## config.mk

```make
export PLATFORM = sky130hd
export DESIGN_NAME = i2c_dac_regbank
export DESIGN_NICKNAME = d
export VERILOG_FILES = /design/src/rtl/i2cdac_pkg.sv /design/src/rtl/i2cdac_deglitch.sv /design/src/rtl/i2cdac_link.sv /design/src/rtl/i2cdac_bank.sv /design/src/rtl/i2c_dac_regbank.sv
export SDC_FILE = /design/constraint.sdc
export NUM_CORES = 1
export LEC_CHECK = 0
export BUFFER_PORTS_ARGS = -buffer_cell sky130_fd_sc_hd__buf_2
export CORE_ASPECT_RATIO = 0.9
export CORE_UTILIZATION = 50
export DETAILED_ROUTE_END_ITERATION = 7
export HOLD_SLACK_MARGIN = 0.03
export PLACE_DENSITY = 0.75
export SETUP_SLACK_MARGIN = 0.2
export SLEW_MARGIN = 20
export SYNTH_ARGS = -nofsm -noshare
export SYNTH_HDL_FRONTEND = slang
export SYNTH_HIERARCHICAL = 1
export SYNTH_SLANG_ARGS = --single-unit
export TNS_END_PERCENT = 20
```

## constraint.sdc

```tcl
create_clock -name clk -period 2 [get_ports clk]
set_input_delay 0.1 -clock clk [delete_from_list [all_inputs] [get_ports clk]]
set_output_delay 0.1 -clock clk [all_outputs]
set_load 0.05 [all_outputs]
```

## src/rtl/i2cdac_pkg.sv

```systemverilog
package i2cdac_pkg;
  typedef enum logic [1:0] {
    FILL_NONE,
    FILL_ONE,
    FILL_ALL,
    FILL_SEQ
  } fill_mode_e;

  typedef enum logic [2:0] {
    L_IDLE,
    L_ADDR,
    L_CMD,
    L_DATA,
    L_SKIP
  } link_state_e;

  localparam logic [3:0] ADDR_FIXED = 4'b1001;
  localparam int unsigned BYTE_W = 8;
endpackage

```

## src/rtl/i2cdac_deglitch.sv

```systemverilog
module i2cdac_deglitch #(
  parameter int LINES    = 2,
  parameter int FILT_CYC = 4
) (
  input  logic             clk,
  input  logic             rst_n,
  input  logic [LINES-1:0] raw_i,
  output logic [LINES-1:0] clean_o
);
  localparam int CNT_W = $clog2(FILT_CYC + 1);
  localparam logic [CNT_W-1:0] CNT_LAST = CNT_W'(FILT_CYC - 1);

  for (genvar g = 0; g < LINES; g++) begin : g_line
    logic [1:0]       sync_q;
    logic [CNT_W-1:0] cnt_q;
    logic             out_q;

    always_ff @(posedge clk or negedge rst_n) begin
      if (!rst_n) begin
        sync_q <= 2'b11;
        cnt_q  <= '0;
        out_q  <= 1'b1;
      end else begin
        sync_q <= {sync_q[0], raw_i[g]};
        if (sync_q[1] == out_q) begin
          cnt_q <= '0;
        end else if (cnt_q == CNT_LAST) begin
          out_q <= sync_q[1];
          cnt_q <= '0;
        end else begin
          cnt_q <= cnt_q + 1'b1;
        end
      end
    end

    assign clean_o[g] = out_q;
  end
endmodule

```

## src/rtl/i2cdac_link.sv

```systemverilog
module i2cdac_link
  import i2cdac_pkg::*;
(
  input  logic              clk,
  input  logic              rst_n,
  input  logic              scl_i,
  input  logic              sda_i,
  input  logic [2:0]        strap_i,
  output logic              sda_oe_o,
  output logic              start_o,
  output logic              stop_o,
  output logic              beat_valid_o,
  output logic              beat_cmd_o,
  output logic [BYTE_W-1:0] beat_data_o
);
  link_state_e       st_q;
  logic              scl_q, sda_q;
  logic [3:0]        bits_q;
  logic [BYTE_W-1:0] shreg_q;
  logic              in_ack_q;
  logic              scl_rise, scl_fall, start_det, stop_det;
  logic              busy;

  assign scl_rise  = scl_i & ~scl_q;
  assign scl_fall  = ~scl_i & scl_q;
  assign start_det = scl_i & scl_q & sda_q & ~sda_i;
  assign stop_det  = scl_i & scl_q & ~sda_q & sda_i;
  assign busy      = (st_q == L_ADDR) || (st_q == L_CMD) || (st_q == L_DATA);
  assign start_o   = start_det;
  assign stop_o    = stop_det;

  always_ff @(posedge clk or negedge rst_n) begin
    if (!rst_n) begin
      st_q         <= L_IDLE;
      scl_q        <= 1'b1;
      sda_q        <= 1'b1;
      bits_q       <= '0;
      shreg_q      <= '0;
      in_ack_q     <= 1'b0;
      sda_oe_o     <= 1'b0;
      beat_valid_o <= 1'b0;
      beat_cmd_o   <= 1'b0;
      beat_data_o  <= '0;
    end else begin
      scl_q        <= scl_i;
      sda_q        <= sda_i;
      beat_valid_o <= 1'b0;
      if (start_det) begin
        st_q     <= L_ADDR;
        bits_q   <= '0;
        in_ack_q <= 1'b0;
        sda_oe_o <= 1'b0;
      end else if (stop_det) begin
        st_q     <= L_IDLE;
        bits_q   <= '0;
        in_ack_q <= 1'b0;
        sda_oe_o <= 1'b0;
      end else if (busy) begin
        if (scl_rise && !in_ack_q && bits_q != 4'd8) begin
          shreg_q <= {shreg_q[BYTE_W-2:0], sda_i};
          bits_q  <= bits_q + 4'd1;
        end
        if (scl_fall) begin
          if (in_ack_q) begin
            in_ack_q <= 1'b0;
            sda_oe_o <= 1'b0;
            bits_q   <= '0;
          end else if (bits_q == 4'd8) begin
            in_ack_q <= 1'b1;
            case (st_q)
              L_ADDR: begin
                if (shreg_q == {ADDR_FIXED, strap_i, 1'b0}) begin
                  sda_oe_o <= 1'b1;
                  st_q     <= L_CMD;
                end else begin
                  st_q <= L_SKIP;
                end
              end
              L_CMD: begin
                sda_oe_o     <= 1'b1;
                beat_valid_o <= 1'b1;
                beat_cmd_o   <= 1'b1;
                beat_data_o  <= shreg_q;
                st_q         <= L_DATA;
              end
              L_DATA: begin
                sda_oe_o     <= 1'b1;
                beat_valid_o <= 1'b1;
                beat_cmd_o   <= 1'b0;
                beat_data_o  <= shreg_q;
              end
              default: ;
            endcase
          end
        end
      end
    end
  end
endmodule

```

## src/rtl/i2cdac_bank.sv

```systemverilog
module i2cdac_bank
  import i2cdac_pkg::*;
#(
  parameter int CHANNELS = 12,
  parameter int CODE_W   = 8
) (
  input  logic                       clk,
  input  logic                       rst_n,
  input  logic                       beat_valid_i,
  input  logic                       beat_cmd_i,
  input  logic [CODE_W-1:0]          beat_data_i,
  output logic [CHANNELS*CODE_W-1:0] codes_o
);
  localparam int PTR_W = $clog2(CHANNELS);
  localparam logic [PTR_W-1:0] PTR_LAST = PTR_W'(CHANNELS - 1);

  fill_mode_e        mode_q;
  logic [PTR_W-1:0]  tgt_q;
  logic [PTR_W-1:0]  ptr_q;
  logic [3:0]        nib;
  logic              data_beat;
  logic [CHANNELS-1:0] wr_en;

  assign nib       = beat_data_i[3:0];
  assign data_beat = beat_valid_i & ~beat_cmd_i;

  always_ff @(posedge clk or negedge rst_n) begin
    if (!rst_n) begin
      mode_q <= FILL_NONE;
      tgt_q  <= '0;
      ptr_q  <= '0;
    end else if (beat_valid_i && beat_cmd_i) begin
      ptr_q <= '0;
      if (nib == 4'd0) begin
        mode_q <= FILL_ALL;
      end else if (nib == 4'hF) begin
        mode_q <= FILL_SEQ;
      end else if (int'(nib) <= CHANNELS) begin
        mode_q <= FILL_ONE;
        tgt_q  <= PTR_W'(nib - 4'd1);
      end else begin
        mode_q <= FILL_NONE;
      end
    end else if (data_beat) begin
      if (mode_q == FILL_SEQ) begin
        ptr_q <= (ptr_q == PTR_LAST) ? '0 : ptr_q + 1'b1;
      end else begin
        mode_q <= FILL_NONE;
      end
    end
  end

  for (genvar g = 0; g < CHANNELS; g++) begin : g_chan
    logic [CODE_W-1:0] code_q;

    assign wr_en[g] = data_beat &&
                      ((mode_q == FILL_ALL) ||
                       (mode_q == FILL_ONE && tgt_q == PTR_W'(g)) ||
                       (mode_q == FILL_SEQ && ptr_q == PTR_W'(g)));

    always_ff @(posedge clk or negedge rst_n) begin
      if (!rst_n) begin
        code_q <= '0;
      end else if (wr_en[g]) begin
        code_q <= beat_data_i;
      end
    end

    assign codes_o[g*CODE_W +: CODE_W] = code_q;
  end
endmodule

```

## src/rtl/i2c_dac_regbank.sv

```systemverilog
module i2c_dac_regbank
  import i2cdac_pkg::*;
#(
  parameter int CHANNELS = 12,
  parameter int CODE_W   = 8,
  parameter int FILT_CYC = 4
) (
  input  logic                       clk,
  input  logic                       rst_n,
  input  logic                       scl_i,
  input  logic                       sda_i,
  input  logic [2:0]                 strap_i,
  output logic                       sda_oe_o,
  output logic [CHANNELS*CODE_W-1:0] codes_o
);
  logic [1:0]        clean;
  logic              scl_f, sda_f;
  logic              start_det, stop_det;
  logic              beat_valid, beat_is_cmd;
  logic [BYTE_W-1:0] beat_data;

  i2cdac_deglitch #(.LINES(2), .FILT_CYC(FILT_CYC)) u_filt (
    .clk    (clk),
    .rst_n  (rst_n),
    .raw_i  ({scl_i, sda_i}),
    .clean_o(clean)
  );

  assign scl_f = clean[1];
  assign sda_f = clean[0];

  i2cdac_link u_link (
    .clk         (clk),
    .rst_n       (rst_n),
    .scl_i       (scl_f),
    .sda_i       (sda_f),
    .strap_i     (strap_i),
    .sda_oe_o    (sda_oe_o),
    .start_o     (start_det),
    .stop_o      (stop_det),
    .beat_valid_o(beat_valid),
    .beat_cmd_o  (beat_is_cmd),
    .beat_data_o (beat_data)
  );

  i2cdac_bank #(.CHANNELS(CHANNELS), .CODE_W(CODE_W)) u_bank (
    .clk         (clk),
    .rst_n       (rst_n),
    .beat_valid_i(beat_valid),
    .beat_cmd_i  (beat_is_cmd),
    .beat_data_i (beat_data[CODE_W-1:0]),
    .codes_o     (codes_o)
  );
endmodule

```

Word level (Yosys, flattened, before mapping):

Index checks and enable logic that the tools add are counted.
W data, S select, Z words.

* add/sub/neg operators: 5
* multipliers: 0
* div/mod/pow operators: 0
* magnitude comparators: 1
* equal/unequal tests: 39
* shift operators: 0
* muxes and demuxes: 50
* bitwise logic cells: 20
* reductions and logical operators: 90

Operator list (number)
* $eq A4 B4 Y1 const B: 10
* $mux W4: 10
* $logic_and A1 B1 Y1: 39
* $mux W3: 11
* $eq A4 B3 Y1 const B: 8
* $logic_or A1 B1 Y1: 26
* $mux W1: 21
* $eq A4 B2 Y1 const B: 4
* $reduce_and A7 Y1: 2
* $eq A3 B2 Y1 const B: 4
* $logic_not A4 Y1: 3
* $not A1 Y1: 12
* $mux W2: 5
* $reduce_and A2 Y1: 5
* $reduce_and A5 Y1: 2
* $reduce_bool A3 Y1: 3
* $add A4 B1 Y4 const B: 2
* $and A1 B1 Y1: 8
* $eq A4 B1 Y1 const B: 2
* $eq A8 B8 Y1: 1
* $reduce_and A4 Y1: 2
* $reduce_bool A4 Y1: 2
* $add A3 B1 Y3 const B: 2
* $pmux W3 S2: 1
* 15 further kinds: 20

* bits in registers: 147
* bits in latches: 0
* memory bits (writable): 0
* memory bits (read-only): 0
* input port bits: 7
* output and inout bits: 97
* memories: 0

Longest topological paths before layout:

* depth after elaboration: 10
* gate-level depth with buffers: 7

Modules after synthesis:

The synthesis kept the hierarchy.

Modules (own cells, without submodules)
* i2cdac_bank: times used 1, cells each 455, area an instance 4864.7 µm², sequential area each 2652.5 µm²
* i2cdac_link: times used 1, cells each 108, area an instance 1306.3 µm², sequential area each 728.2 µm²
* i2cdac_deglitch: times used 1, cells each 28, area an instance 455.4 µm², sequential area each 307.8 µm²

Worst setup path before layout:

No wires, ideal clock.

* kind: flip-flop to flip-flop
* start: register u_filt.g_line[1].out_q
* end: register u_link.bits_q[2]
* setup time: 78 ps
* data arrival time: 1992 ps
* setup slack: -70 ps
* stages on the path, launching flop included: 7
* buffers on the path: 2
* clock period less this slack: 2070 ps
* cells stage by stage: dfstp_2 -> buf_4 -> or3b_1 -> or4_1 -> buf_4 -> or3_1 -> a21oi_1

* longest elaborated chain between the ends: 9
* elaborated cells on any way between the ends: 17
* those cells by class: mux (6); bitwise (8); reduce/logical (3)

RTL lines
* start, declared: RTL line i2cdac_deglitch.sv:16 `logic out_q;`
* start signal, assigned: RTL line i2cdac_deglitch.sv:28 `out_q <= sync_q[1];`
* $and A1 B1 Y1: RTL line i2cdac_link.sv:24 `assign scl_rise = scl_i & ~scl_q;`
* $logic_and A1 B1 Y1 (2 in series): RTL line i2cdac_link.sv:59 `if (scl_rise && !in_ack_q && bits_q != 4'd8) begin`
* $mux W4: RTL line i2cdac_link.sv:59
* $mux W4: RTL line i2cdac_link.sv:64 `if (in_ack_q) begin`
* $mux W4: RTL line i2cdac_link.sv:63 `if (scl_fall) begin`
* $mux W4: RTL line i2cdac_link.sv:58 `end else if (busy) begin`
* $mux W4: RTL line i2cdac_link.sv:53 `end else if (stop_det) begin`
* $mux W4: RTL line i2cdac_link.sv:48 `if (start_det) begin`
* end signal, assigned: RTL line i2cdac_link.sv:61 `bits_q <= bits_q + 4'd1;`
* end, declared: RTL line i2cdac_link.sv:18 `logic [3:0] bits_q;`

Parallel ways exist; a longest one is shown, timed or not. The select of a mux whose other input is x is not followed.
A chain may end at the register's enable or synchronous reset.

Worst setup path in the final report:

* start: register u_filt.g_line[1].out_q
* end: register u_link.shreg_q[0]

* longest elaborated chain between the ends: 5
* elaborated cells on any way between the ends: 11
* those cells by class: bitwise (8); reduce/logical (3)

RTL lines
* $and A1 B1 Y1: RTL line i2cdac_link.sv:26, i2cdac_link.sv:27
* $and A1 B1 Y1, on equally long branches (2 in series): RTL line i2cdac_link.sv:27, i2cdac_link.sv:26
* $not A1 Y1 (no line)
* $reduce_and A4 Y1 (no line) (*)
* end signal, assigned: RTL line i2cdac_link.sv:60 `shreg_q <= {shreg_q[BYTE_W-2:0], sda_i};`
* end, declared: RTL line i2cdac_link.sv:19 `logic [BYTE_W-1:0] shreg_q;`

Mark *: on every way between the ends. The rest lies on a longest branch, timed or not.

==> reports/metrics.yaml <==
status:
  outcome: "complete, no violations"
setup_path:
  critical_path_startpoint_category: "flip-flop"
  r2r_path_end: "u_link/shreg_q[0]"
  critical_path.reg2reg.startpoint: "u_filt/g_line[1].out_q"
  reg2regPathDepth: 4
  worst_setup_path_startpoint: "u_filt/g_line[1].out_q"
  timing.critical_path.required_ps: 2300
  crit_end_element: "flip-flop"
  critical_path_peak_fanout: 5
  setup.worst_path.class: "reg -> reg"
  r2r_slack_ps: 90
  critPathArrivalTime_ps: 2210
job:
  drv_cap: 0
sta:
  fin_ws_ps: 91.7
  fin_crit_sh: 0.954
  worst-slew-pin-transition_ps: 565
  rsz_0062_raised_after_global_routing: "yes"
  hold-worst-slack_ps: 160
  timing_hold_violations_final: 0
  worst_slew_margin_rel: 0.623
  finalWorstPathRequiredPeriod_ps: 1910
  fmaxAchievable_mhz: 524
  fin_skew_ps: 11.1
  max_slew_violation_count: 0
  timing.final.setup_violations: 0
detailed_routing:
  num_vias: 5755
  route.detailed.vias_per_inst: 6.37
  detail_route.first_pass.iterations: 6
  wire_length_on_met3_mm: 1.51
  dr.max_layer_used: "met4"
  wire_per_inst_um: 19.8
  drt_iter0_drc: 551
  drc: 0
  route.antenna.remaining_nets: 0
  met1Wirelength_mm: 7.43
  met2WireLength_mm: 8.61
  finalWirelength_mm: 17.9
synth:
  mapped_area_um2: 6620
  postSynthCellCount: 590
  synth_nets: 608
  avgSynthCellArea_um2: 11.2
  ys.warnings.count: 6
place:
  buffer_ports.inserted: 103
  gp_congestion: 0.872
  detailed_place_hpwl_mm: 11.7
  placedInstanceArea_um2: 7550
  place_inst: 862
  pre_cts_ws_ps: 48.2
die:
  start_util: 0.518
  die_height_um: 111
  die_x_um: 123
  ioPinCount: 104
  core_rows: 39
  die_area_um2: 13700
  fp.coreArea_um2: 12800
clock_network:
  clkLatencyLatePin_ps: 430
  clk_pin_slew_ps: 60
  root_buffer: "sky130_fd_sc_hd__clkbuf_16"
  cts.path.max_buffers: 2
  cts_htree_levels: 4
  clock_tree_from_tritoncts: "yes"
  cts-buffers-inserted: 17
  clock_sink_count: 147
final_layout:
  final_layout_size_suffix_gt1_frac: 0.341
  postLayoutCellArea_um2: 8370
  mostFrequentLayoutCells: "sky130_fd_sc_hd__dfrtp_1, sky130_fd_sc_hd__buf_2, sky130_fd_sc_hd__o22ai_1"
  design.final.nets: 746
  fillers: 963
  final_common_cell: "sky130_fd_sc_hd__dfrtp_1"
  diodes: 0
  finalNonFillerCells: 904
  area_growth_syn_to_layout_pct: 26.4
hold_path:
  worst_hold_path.endpoint: "u_link/st_q[1]"
  hold_path.startpoint: "strap_i[1]"
  hp-class: "in -> reg"
  holdPathStages: 5
grt:
  grt_pass1_vias: 5307
  aggregate_global_routing_overflow: 0
  grt_pass1_wl_mm: 28.3
  grt_antenna_before_repair: 0
  grt_util_all_layers: 0.269
  grt_start_max_net_pins: 61
power:
  ir_drop_worst_case_vdd_mv: 0.724
  p_total_mw: 7.61
  pwr_density_cell_nw_per_um2: 909
  power.static_leakage_nw: 3.89
worst max path at each step:
stage                                             end  cells past startpoint  slack (ps)
after floorplan                      u_link/bits_q[2]                      6         -50
after global placement               u_link/bits_q[2]                      6          90
after detailed placement              u_bank/tgt_q[0]                      5          50
after CTS                 u_bank/g_chan[11].code_q[7]                      6         100
after global routing                u_link/shreg_q[2]                      6          40
final                               u_link/shreg_q[0]                      4          90
worst max-delay path, stage by stage, from the launching register on:
cell and delay (ps):
sky130_fd_sc_hd__dfstp_2 520, sky130_fd_sc_hd__or3b_4 390, sky130_fd_sc_hd__or4_4 450, sky130_fd_sc_hd__buf_4 170, sky130_fd_sc_hd__mux2_2 260
area by class of cell:
type / count / area (um2) / area share
timing repair buffer: 161 / 1020 / 0.122
inverter: 14 / 52.6 / 0.00628
multi-input combinational: 387 / 2830 / 0.338
clock buffer: 23 / 468 / 0.0559
tap: 164 / 205 / 0.0245
clock inverter: 8 / 104 / 0.0124
sequential: 147 / 3690 / 0.441
through the flow:
| stage | setup TNS [ps] | utilization |
|---|---|---|
| 3_5_place_dp | 0 | 0.591 |
| 3_3_place_gp | 0 | 0.591 |
| 4_1_cts | 0 | 0.646 |
| 2_1_floorplan | -47.2 | - |
| 5_1_grt | 0 | 0.655 |
| 6_report | 0 | 0.655 |
what timing repair did:
action | 4_1_cts | 5_1_grt
hold endpoints to repair | 60 | 0
endpoints found under the setup margin | 61 | 90
gates resized for setup | 9 | 19
pin swaps | 2 | 5
hold buffers | 3 | 0
setup buffers | 5 | 3
power breakdown:
part | internal [mW] | switching (mW) | total, mW
Sequential | 3.24 | 0.237 | 3.48
Clock | 1.90 | 1.21 | 3.10
Combinational | 0.534 | 0.493 | 1.03
state kept, by name (all words and copies together), names as in the netlist, 4 cells and up:
| signal | count |
|---|---|
| u_filt/g_line.sync_q | 4 |
| u_link/bits_q | 4 |
| u_link/beat_data_o | 8 |
| u_bank/ptr_q | 4 |
| u_link/shreg_q | 8 |
| u_filt/g_line.cnt_q | 6 |
| u_bank/tgt_q | 4 |
| u_bank/g_chan.code_q | 96 |
layer usage:
| metal | track usage | up-vias |
|---|---|---|
| li1 | - | 2534 |
| met1 | 0.372 | 2896 |
| met2 | 0.412 | 299 |
| met3 | 0.0602 | 26 |
| met4 | 0.101 | 0 |
| met5 | 0 | - |
Note: power is estimated with default switching activity, not from simulation.
